$ cat config.mk
export PLATFORM = sky130hd
export DESIGN_NAME = rtc_calendar_core
export DESIGN_NICKNAME = d
export VERILOG_FILES = /design/src/rtl/rtc_cal_pkg.sv /design/src/rtl/rtc_bcd_wrap.sv /design/src/rtl/rtc_hour_step.sv /design/src/rtl/rtc_month_len.sv /design/src/rtl/rtc_calendar_core.sv
export SDC_FILE = /design/constraint.sdc
export NUM_CORES = 1
export LEC_CHECK = 0
export CAP_MARGIN = 40
export CORE_MARGIN = 4
export CORE_UTILIZATION = 40
export CTS_CLUSTER_DIAMETER = 150
export CTS_CLUSTER_SIZE = 40
export DETAILED_ROUTE_END_ITERATION = 16
export DONT_BUFFER_PORTS = 1
export GPL_ROUTABILITY_DRIVEN = 0
export PLACE_DENSITY = 0.65
export SKIP_LAST_GASP = 1
export SLEW_MARGIN = 20
export SYNTH_ARGS = -nofsm -noshare
export SYNTH_HDL_FRONTEND = slang
export SYNTH_HIERARCHICAL = 1
export SYNTH_SLANG_ARGS = --single-unit
$ cat constraint.sdc
create_clock -name clk -period 12.9 [get_ports clk]
set_clock_uncertainty 0.2 [all_clocks]
set_input_delay 2.58 -clock clk [delete_from_list [all_inputs] [get_ports clk]]
set_output_delay 2.58 -clock clk [all_outputs]
set_load 0.05 [all_outputs]
$ cat src/rtl/rtc_cal_pkg.sv
package rtc_cal_pkg;

    localparam int NREG      = 7;
    localparam int IDX_SEC   = 0;
    localparam int IDX_MIN   = 1;
    localparam int IDX_HOUR  = 2;
    localparam int IDX_WDAY  = 3;
    localparam int IDX_DATE  = 4;
    localparam int IDX_MONTH = 5;
    localparam int IDX_YEAR  = 6;

    // Increment a packed two-digit BCD value (no legality check).
    function automatic logic [7:0] bcd_inc(input logic [7:0] v);
        if (v[3:0] >= 4'd9)
            return {v[7:4] + 4'd1, 4'd0};
        else
            return v + 8'd1;
    endfunction

    // Bits kept when software loads a register.
    function automatic logic [7:0] write_mask(input logic [2:0] idx);
        case (idx)
            3'd0:    return 8'hFF;
            3'd1:    return 8'h7F;
            3'd2:    return 8'h7F;
            3'd3:    return 8'h07;
            3'd4:    return 8'h3F;
            3'd5:    return 8'h1F;
            3'd6:    return 8'hFF;
            default: return 8'h00;
        endcase
    endfunction

    // Bits that take part in counting (halt flag excluded).
    function automatic logic [7:0] count_mask(input logic [2:0] idx);
        return (idx == 3'd0) ? 8'h7F : write_mask(idx);
    endfunction

    function automatic logic [7:0] reset_val(input logic [2:0] idx);
        case (idx)
            3'd3, 3'd4, 3'd5: return 8'h01;
            default:          return 8'h00;
        endcase
    endfunction

    function automatic logic [7:0] field_lo(input logic [2:0] idx);
        case (idx)
            3'd3, 3'd4, 3'd5: return 8'h01;
            default:          return 8'h00;
        endcase
    endfunction

    function automatic logic [7:0] field_hi(input logic [2:0] idx);
        case (idx)
            3'd0, 3'd1: return 8'h59;
            3'd3:       return 8'h07;
            3'd4:       return 8'h31;
            3'd5:       return 8'h12;
            default:    return 8'h99;
        endcase
    endfunction

endpackage

$ cat src/rtl/rtc_bcd_wrap.sv
module rtc_bcd_wrap (
    input  logic [7:0] cur_i,
    input  logic [7:0] lo_i,
    input  logic [7:0] hi_i,
    input  logic       step_i,
    output logic [7:0] nxt_o,
    output logic       wrap_o
);
    import rtc_cal_pkg::*;

    logic at_top;

    assign at_top = (cur_i == hi_i);

    always_comb begin
        nxt_o  = cur_i;
        wrap_o = 1'b0;
        if (step_i) begin
            if (at_top) begin
                nxt_o  = lo_i;
                wrap_o = 1'b1;
            end else begin
                nxt_o  = bcd_inc(cur_i);
            end
        end
    end
endmodule

$ cat src/rtl/rtc_hour_step.sv
module rtc_hour_step (
    input  logic [6:0] cur_i,
    input  logic       step_i,
    output logic [6:0] nxt_o,
    output logic       day_o
);
    import rtc_cal_pkg::*;

    logic       mode12;
    logic       pm;
    logic [5:0] inc24;
    logic [4:0] inc12;

    assign mode12 = cur_i[6];
    assign pm     = cur_i[5];
    assign inc24  = 6'(bcd_inc({2'b00, cur_i[5:0]}));
    assign inc12  = 5'(bcd_inc({3'b000, cur_i[4:0]}));

    always_comb begin
        nxt_o = cur_i;
        day_o = 1'b0;
        if (step_i) begin
            if (!mode12) begin
                if (cur_i[5:0] == 6'h23) begin
                    nxt_o = 7'h00;
                    day_o = 1'b1;
                end else begin
                    nxt_o = {1'b0, inc24};
                end
            end else begin
                unique case (cur_i[4:0])
                    5'h11: begin
                        nxt_o = {1'b1, ~pm, 5'h12};
                        day_o = pm;
                    end
                    5'h12:   nxt_o = {1'b1, pm, 5'h01};
                    default: nxt_o = {1'b1, pm, inc12};
                endcase
            end
        end
    end
endmodule

$ cat src/rtl/rtc_month_len.sv
module rtc_month_len (
    input  logic [4:0] month_i,
    input  logic [4:0] year_i,
    output logic [7:0] last_o
);
    logic leap;

    // Decimal value divisible by 4: even tens with units 0/4/8, odd tens with units 2/6.
    assign leap = year_i[4] ? (year_i[3:0] == 4'd2 || year_i[3:0] == 4'd6)
                            : (year_i[3:0] == 4'd0 || year_i[3:0] == 4'd4 ||
                               year_i[3:0] == 4'd8);

    always_comb begin
        unique case (month_i)
            5'h02:                      last_o = leap ? 8'h29 : 8'h28;
            5'h04, 5'h06, 5'h09, 5'h11: last_o = 8'h30;
            default:                    last_o = 8'h31;
        endcase
    end
endmodule

$ cat src/rtl/rtc_calendar_core.sv
module rtc_calendar_core #(
    parameter int SUBDIV = 1
) (
    input  logic       clk,
    input  logic       rst_n,
    input  logic       tick_i,
    input  logic       wr_en_i,
    input  logic [2:0] wr_addr_i,
    input  logic [7:0] wr_data_i,
    input  logic [2:0] rd_addr_i,
    output logic [7:0] rd_data_o
);
    import rtc_cal_pkg::*;

    localparam int PW = (SUBDIV > 1) ? $clog2(SUBDIV) : 1;

    logic [7:0]    rf_q     [NREG];
    logic [7:0]    fld_nxt  [NREG];
    logic [NREG-1:0] fld_en;
    logic [NREG-1:0] fld_wrap;
    logic [PW-1:0] phase_q;
    logic          phase_last;
    logic          halted;
    logic          wr_hit;
    logic          step;
    logic [7:0]    last_date;
    logic          unused_wrap;

    assign halted     = rf_q[IDX_SEC][7];
    assign wr_hit     = wr_en_i && (wr_addr_i < 3'(NREG));
    assign phase_last = (phase_q == PW'(SUBDIV - 1));
    assign step       = tick_i && !wr_hit && !halted && phase_last;

    // Carry chain: each field steps when its lower neighbour wraps.
    assign fld_en[IDX_SEC]   = step;
    assign fld_en[IDX_MIN]   = fld_wrap[IDX_SEC];
    assign fld_en[IDX_HOUR]  = fld_wrap[IDX_MIN];
    assign fld_en[IDX_WDAY]  = fld_wrap[IDX_HOUR];
    assign fld_en[IDX_DATE]  = fld_wrap[IDX_HOUR];
    assign fld_en[IDX_MONTH] = fld_wrap[IDX_DATE];
    assign fld_en[IDX_YEAR]  = fld_wrap[IDX_MONTH];
    assign unused_wrap       = fld_wrap[IDX_WDAY] ^ fld_wrap[IDX_YEAR];

    rtc_month_len u_mlen (
        .month_i (rf_q[IDX_MONTH][4:0]),
        .year_i  (rf_q[IDX_YEAR][4:0]),
        .last_o  (last_date)
    );

    for (genvar g = 0; g < NREG; g++) begin : g_fld
        if (g == IDX_HOUR) begin : g_hour
            logic [6:0] hr_nxt;
            rtc_hour_step u_hour (
                .cur_i  (rf_q[g][6:0]),
                .step_i (fld_en[g]),
                .nxt_o  (hr_nxt),
                .day_o  (fld_wrap[g])
            );
            assign fld_nxt[g] = {1'b0, hr_nxt};
        end else if (g == IDX_DATE) begin : g_date
            rtc_bcd_wrap u_cnt (
                .cur_i  (rf_q[g] & count_mask(3'(g))),
                .lo_i   (field_lo(3'(g))),
                .hi_i   (last_date),
                .step_i (fld_en[g]),
                .nxt_o  (fld_nxt[g]),
                .wrap_o (fld_wrap[g])
            );
        end else begin : g_plain
            rtc_bcd_wrap u_cnt (
                .cur_i  (rf_q[g] & count_mask(3'(g))),
                .lo_i   (field_lo(3'(g))),
                .hi_i   (field_hi(3'(g))),
                .step_i (fld_en[g]),
                .nxt_o  (fld_nxt[g]),
                .wrap_o (fld_wrap[g])
            );
        end
    end

    // State register process: write beats tick, halt freezes everything.
    always_ff @(posedge clk) begin
        if (!rst_n) begin
            phase_q <= '0;
            for (int i = 0; i < NREG; i++)
                rf_q[i] <= reset_val(3'(i));
        end else if (wr_hit) begin
            rf_q[wr_addr_i] <= wr_data_i & write_mask(wr_addr_i);
            if (wr_addr_i == 3'(IDX_SEC))
                phase_q <= '0;
        end else if (tick_i && !halted) begin
            phase_q <= phase_last ? '0 : phase_q + PW'(1);
            if (phase_last) begin
                for (int i = 0; i < NREG; i++)
                    rf_q[i] <= fld_nxt[i] & count_mask(3'(i));
            end
        end
    end

    // Output process: read mux.
    always_comb begin
        if (rd_addr_i < 3'(NREG))
            rd_data_o = rf_q[rd_addr_i];
        else
            rd_data_o = 8'h00;
    end
endmodule

Word-level counts from Yosys, hierarchy flattened
Memory sizes are Yosys's and may differ from the RTL's.
Cells that the tools add are included.
{"block": "op_classes", "reduce_logical": 18, "n_addsub": 16, "muxes": 88, "order_cmp": 9, "eq_ne": 25, "n_bitwise": 16}
{"operator": "$mux 8", "count": 48}
{"operator": "$and 8x8->8", "count": 6}
{"operator": "$pmux 8 s5", "count": 1}
{"operator": "$mux 7", "count": 5}
{"operator": "$mux 1", "count": 28}
{"operator": "$ge 4x4->1 const B", "count": 6}
{"operator": "$eq 5x5->1 const B", "count": 4}
{"operator": "$pmux 8 s2", "count": 1}
{"operator": "$eq 7x7->1 const B", "count": 2}
{"operator": "$eq 3x3->1 const B", "count": 4}
{"operator": "$mux 6", "count": 2}
{"operator": "$pmux 6 s2", "count": 1}
{"operator": "$eq 5x3->1 const B", "count": 2}
{"operator": "$add 3x1->4 const B", "count": 2}
{"operator": "$add 7x1->8 const B", "count": 1}
{"operator": "$add 8x1->8 const B", "count": 1}
{"operator": "$and 7x8->8", "count": 1}
{"operator": "$eq 4x3->1 const B", "count": 2}
{"operator": "$eq 6x8->1", "count": 1}
{"operator": "$eq 8x8->1 const B", "count": 1}
{"operator": "$reduce_or 8->1", "count": 1}
{"operator": "$add 6x1->7 const B", "count": 1}
{"operator": "$add 7x1->7 const B", "count": 1}
{"operator": "$or 1x1->1", "count": 7}
{"operator": "other kinds (31)", "count": 43}
{"block": "totals", "output_inout_bits": 8, "inputBits": 18, "word_cells": 174, "ram_bits": 56, "mem_count": 1, "regBits": 1}
{"memory": "rf_q", "words": 7, "word_bits": 8, "rd": 8, "rd_ports_with_merged_regs": 0, "write_ports": 7, "line_no": "rtc_calendar_core.sv:17", "source": "logic [7:0] rf_q [NREG];"}

Longest topological paths before layout
{"block": "logic_depth", "word_depth": 14, "mapped_depth": 25, "ltp_nobuf": 18}

Cells and area by module
The synthesis kept the hierarchy.
{"mod": "rtc_bcd_wrap", "cells_per_inst": 73, "seq_area_each_um2": 0.0, "area_each_um2": 518.0, "n_inst": 6}
{"mod": "rtc_calendar_core", "cells_per_inst": 223, "seq_area_each_um2": 1741.7, "area_each_um2": 3041.7, "n_inst": 1}
{"mod": "rtc_hour_step", "cells_per_inst": 45, "seq_area_each_um2": 0.0, "area_each_um2": 352.8, "n_inst": 1}
{"mod": "rtc_month_len", "cells_per_inst": 17, "seq_area_each_um2": 0.0, "area_each_um2": 115.1, "n_inst": 1}

Worst setup path after synthesis
OpenSTA, ideal clock, no wires.
{"block": "synth_timing", "path_kind": "input port to output port", "from": "input rd_addr_i[0]", "to": "output rd_data_o[7]", "slack_ns": 5.867, "n_path_buf": 2, "t_required_ns": 10.120, "arrival_time_ns": 4.253, "path_stages": 5, "path_cell_list": "buf_6 buf_8 inv_1 o21ai_0 a221oi_1"}
{"block": "synth_between", "elab_chain_len": 2, "elab_cells_between_ends": 3, "cone_classes": "order compare: 1; mux: 1; memory: 1"}
{"element": "from (decl)", "line_no": "rtc_calendar_core.sv:10", "source": "input logic [2:0] rd_addr_i,"}
{"element": "$mem_v2 7x8 or $lt 3x3->1 (tied branches)"}
{"element": "$mux 8 (*)", "line_no": "rtc_calendar_core.sv:102", "source": "if (rd_addr_i < 3'(NREG))"}
{"element": "to (decl)", "line_no": "rtc_calendar_core.sv:11", "source": "output logic [7:0] rd_data_o"}
Every way passes the cells marked *; elsewhere a longest branch is shown, timed or not.

==> impl_metrics.toml <==
[cts]
ctsHtreeMaxLevel = 3
cts_hold_buffers = 0
cts.repair_timing.setup_buffer_count = 0
insertion_delay_ps = 340
tritoncts.num_buffers = 9
clock_tree.root_cell = "sky130_fd_sc_hd__clkbuf_16"
clk_pin_slew_ps = 60
clockBufferDepth = 2
tritoncts = "yes"
numClockSinks = 58
post_cts.resized_instances = 0

[setup_path]
cp_data_required_time_ps = 12890
timing.critical_path.from_type = "input port"
ff2ff_path_depth = 18
critPathArrivalTime_ps = 8040
critical_path.reg2reg.startpoint = "rf_q[0][7]"
ff2ff_setup_slack_ps = 6800
worst_setup_path_endpoint = "rf_q[6][7]"
cp-startpoint = "wr_addr_i[1]"
critPathSlowestCell = "sky130_fd_sc_hd__o21a_1"
critical_path_class = "input port to register"
path_max_fanout = 23
crit_path_max_incr_delay_ps = 680
path_cells = "nand3_4 > a211o_1 > inv_1 > inv_1 > nor2_1 > buf_4 > inv_1 > nor2_1 > o21a_1 > inv_1 > nor2_1 > inv_1 > nor2_1 > buf_4 > inv_1 > or3_1 > o211ai_1 > nand2_1 > mux2i_1"
cell_repeated_most_along_the_worst_path = "sky130_fd_sc_hd__inv_1"
crit_path_end_kind = "register"
rr_endpoint = "rf_q[6][7]"

[layout]
finish.net_count = 769
largest_register_ffs = 58
syn2layout_area_growth_pct = 12.6
insertedDiodeCount = 0
register_with_the_most_flip_flops = "rf_q"
ff_latch_area_sq_um = 1740
num-fill-cells = 1367
multiInputGateArea_sq_um = 4280
biggestRegsByFlops = "rf_q (58)"
drive_above_1_share_pct = 11.0

[sta]
timing.fmax_mhz = 124
worst_slew_pin_slew_ps = 828
final_critical_path_share_of_the_clock_period_pct = 62.4
timing.max_slew.rel_slack_pct = 44.0
finalHoldViolations = 0
layout_min_cycle_time_ps = 8050
totalNegativeSetupSlack_ps = 0
maxSlewViolCount = 0
least_setup_slack_across_all_paths_after_layout_ps = 4850
grt_setup_unrepaired = "no"
setup_violations = 0

[drt]
final_antenna_net_count = 0
via_count = 5316
totalWireLength_microns = 17400
drt_drc_violations_left = 0
avgViaCountPerCell = 5.82
dr.first_iter.drc_count = 586
post_drt_wl_per_cell_microns = 19.1
detail_route.first_pass.iterations = 4

[floorplan]
ios = 26
design.die.area_sq_um = 17200
coreArea_sq_um = 14700
placementRows = 44
die_height_microns = 131
floorplan.initialDensity_pct = 41.2
die_width_microns = 131

[pwr]
total_power_uw = 642
power.leakage_uw = 0.00259
pwr_density_cell_nw_per_um2 = 94.1
vdd_drop_max_mv = 0.0654

[hold_path]
min_path_type = "register to register"

[global_route]
leftover_overflow_at_the_end_of_global_routing = 0
grt_pass1_vias = 5044
antenna_found_initial = 1
grt_max_degree = 24
global_route_wire_length_before_repair_microns = 27200
groute.usage.overall_pct = 20.6

[logic_synthesis]
synthesis.instances = 639
yosys_warnings = 6
syn_area_per_cell_sq_um = 9.48
syn-cell-area_sq_um = 6060

[outcome]
outcome = "finished, final reports clean"

[place]
dpl.hpwl_microns = 13200
dp_slack_ps = 4610
portBuffers = 0

[run]
drv_cap = 0
## routing by layer
metal	track usage, %	part of all wire, %	vias to the layer above	wire length (microns)
li1	-	-	2520	-
met2	32.8	46	186	8090
met1	27.7	44	2573	7620
met5	0	0	-	0
met3	5.19	7.4	37	1290
met4	6.17	2.3	0	403
## layout make-up
cell class	instances	share of cell area, %
clock inverter	7	1.03
tap	184	3.37
sequential	58	25.5
clock buffer	9	3.30
inverter	49	2.70
multi-input combinational	595	62.8
timing repair buffer	11	1.32
## cells in the final DEF, fill, tap and decap left out, types with 8 or more instances in the layout
cell	instances
sky130_fd_sc_hd__o21ai_0	8
sky130_fd_sc_hd__nor3_1	8
sky130_fd_sc_hd__nand3_1	8
sky130_fd_sc_hd__and3_1	8
sky130_fd_sc_hd__nand2_1	66
sky130_fd_sc_hd__nand4_1	11
sky130_fd_sc_hd__a31oi_1	9
sky130_fd_sc_hd__nor2_1	22
sky130_fd_sc_hd__o22ai_1	20
sky130_fd_sc_hd__buf_4	10
sky130_fd_sc_hd__edfxtp_1	58
sky130_fd_sc_hd__o221ai_1	15
sky130_fd_sc_hd__o2bb2ai_1	23
sky130_fd_sc_hd__ha_1	27
sky130_fd_sc_hd__mux2i_1	18
sky130_fd_sc_hd__a41oi_1	14
sky130_fd_sc_hd__o2111ai_1	12
sky130_fd_sc_hd__conb_1	107
sky130_fd_sc_hd__clkbuf_16	9
sky130_fd_sc_hd__and4_1	9
sky130_fd_sc_hd__nor2b_1	24
sky130_fd_sc_hd__xnor2_1	42
sky130_fd_sc_hd__inv_1	49
## worst min-delay path by stage
stage | startpoint | to | depth (start not counted)
final | rf_q[2][6] | rf_q[2][6] | 1
after global routing | rf_q[2][6] | rf_q[2][6] | 1
after CTS | rf_q[2][6] | rf_q[2][6] | 1
after detailed placement | rf_q[2][6] | rf_q[2][6] | 1
after global placement | rf_q[2][6] | rf_q[2][6] | 1
after floorplan | rf_q[2][6] | rf_q[2][6] | 2
## power breakdown
group	leakage (uW)	switching (uW)	internal, uW
combinational	0.00186	88.7	63.2
sequential	0.000596	27.3	225
clock	0.000135	88.8	148
## critical path: cells and delay by family
family,cells,cell delay (ps)
compound gates,3,1300
simple gates,7,2220
mux,1,110
buf+inv,8,1790
## stage by stage
stage,hold slack [ps],cells,instance area (sq um),util [%]
after floorplan,523,742,6450,-
after global placement,528,890,6470,44.0
after detailed placement,542,897,6530,44.4
after CTS,558,913,6820,46.4
after global routing,629,913,6820,46.4
final,571,913,6820,46.4
(Power assumes the default switching activity.)
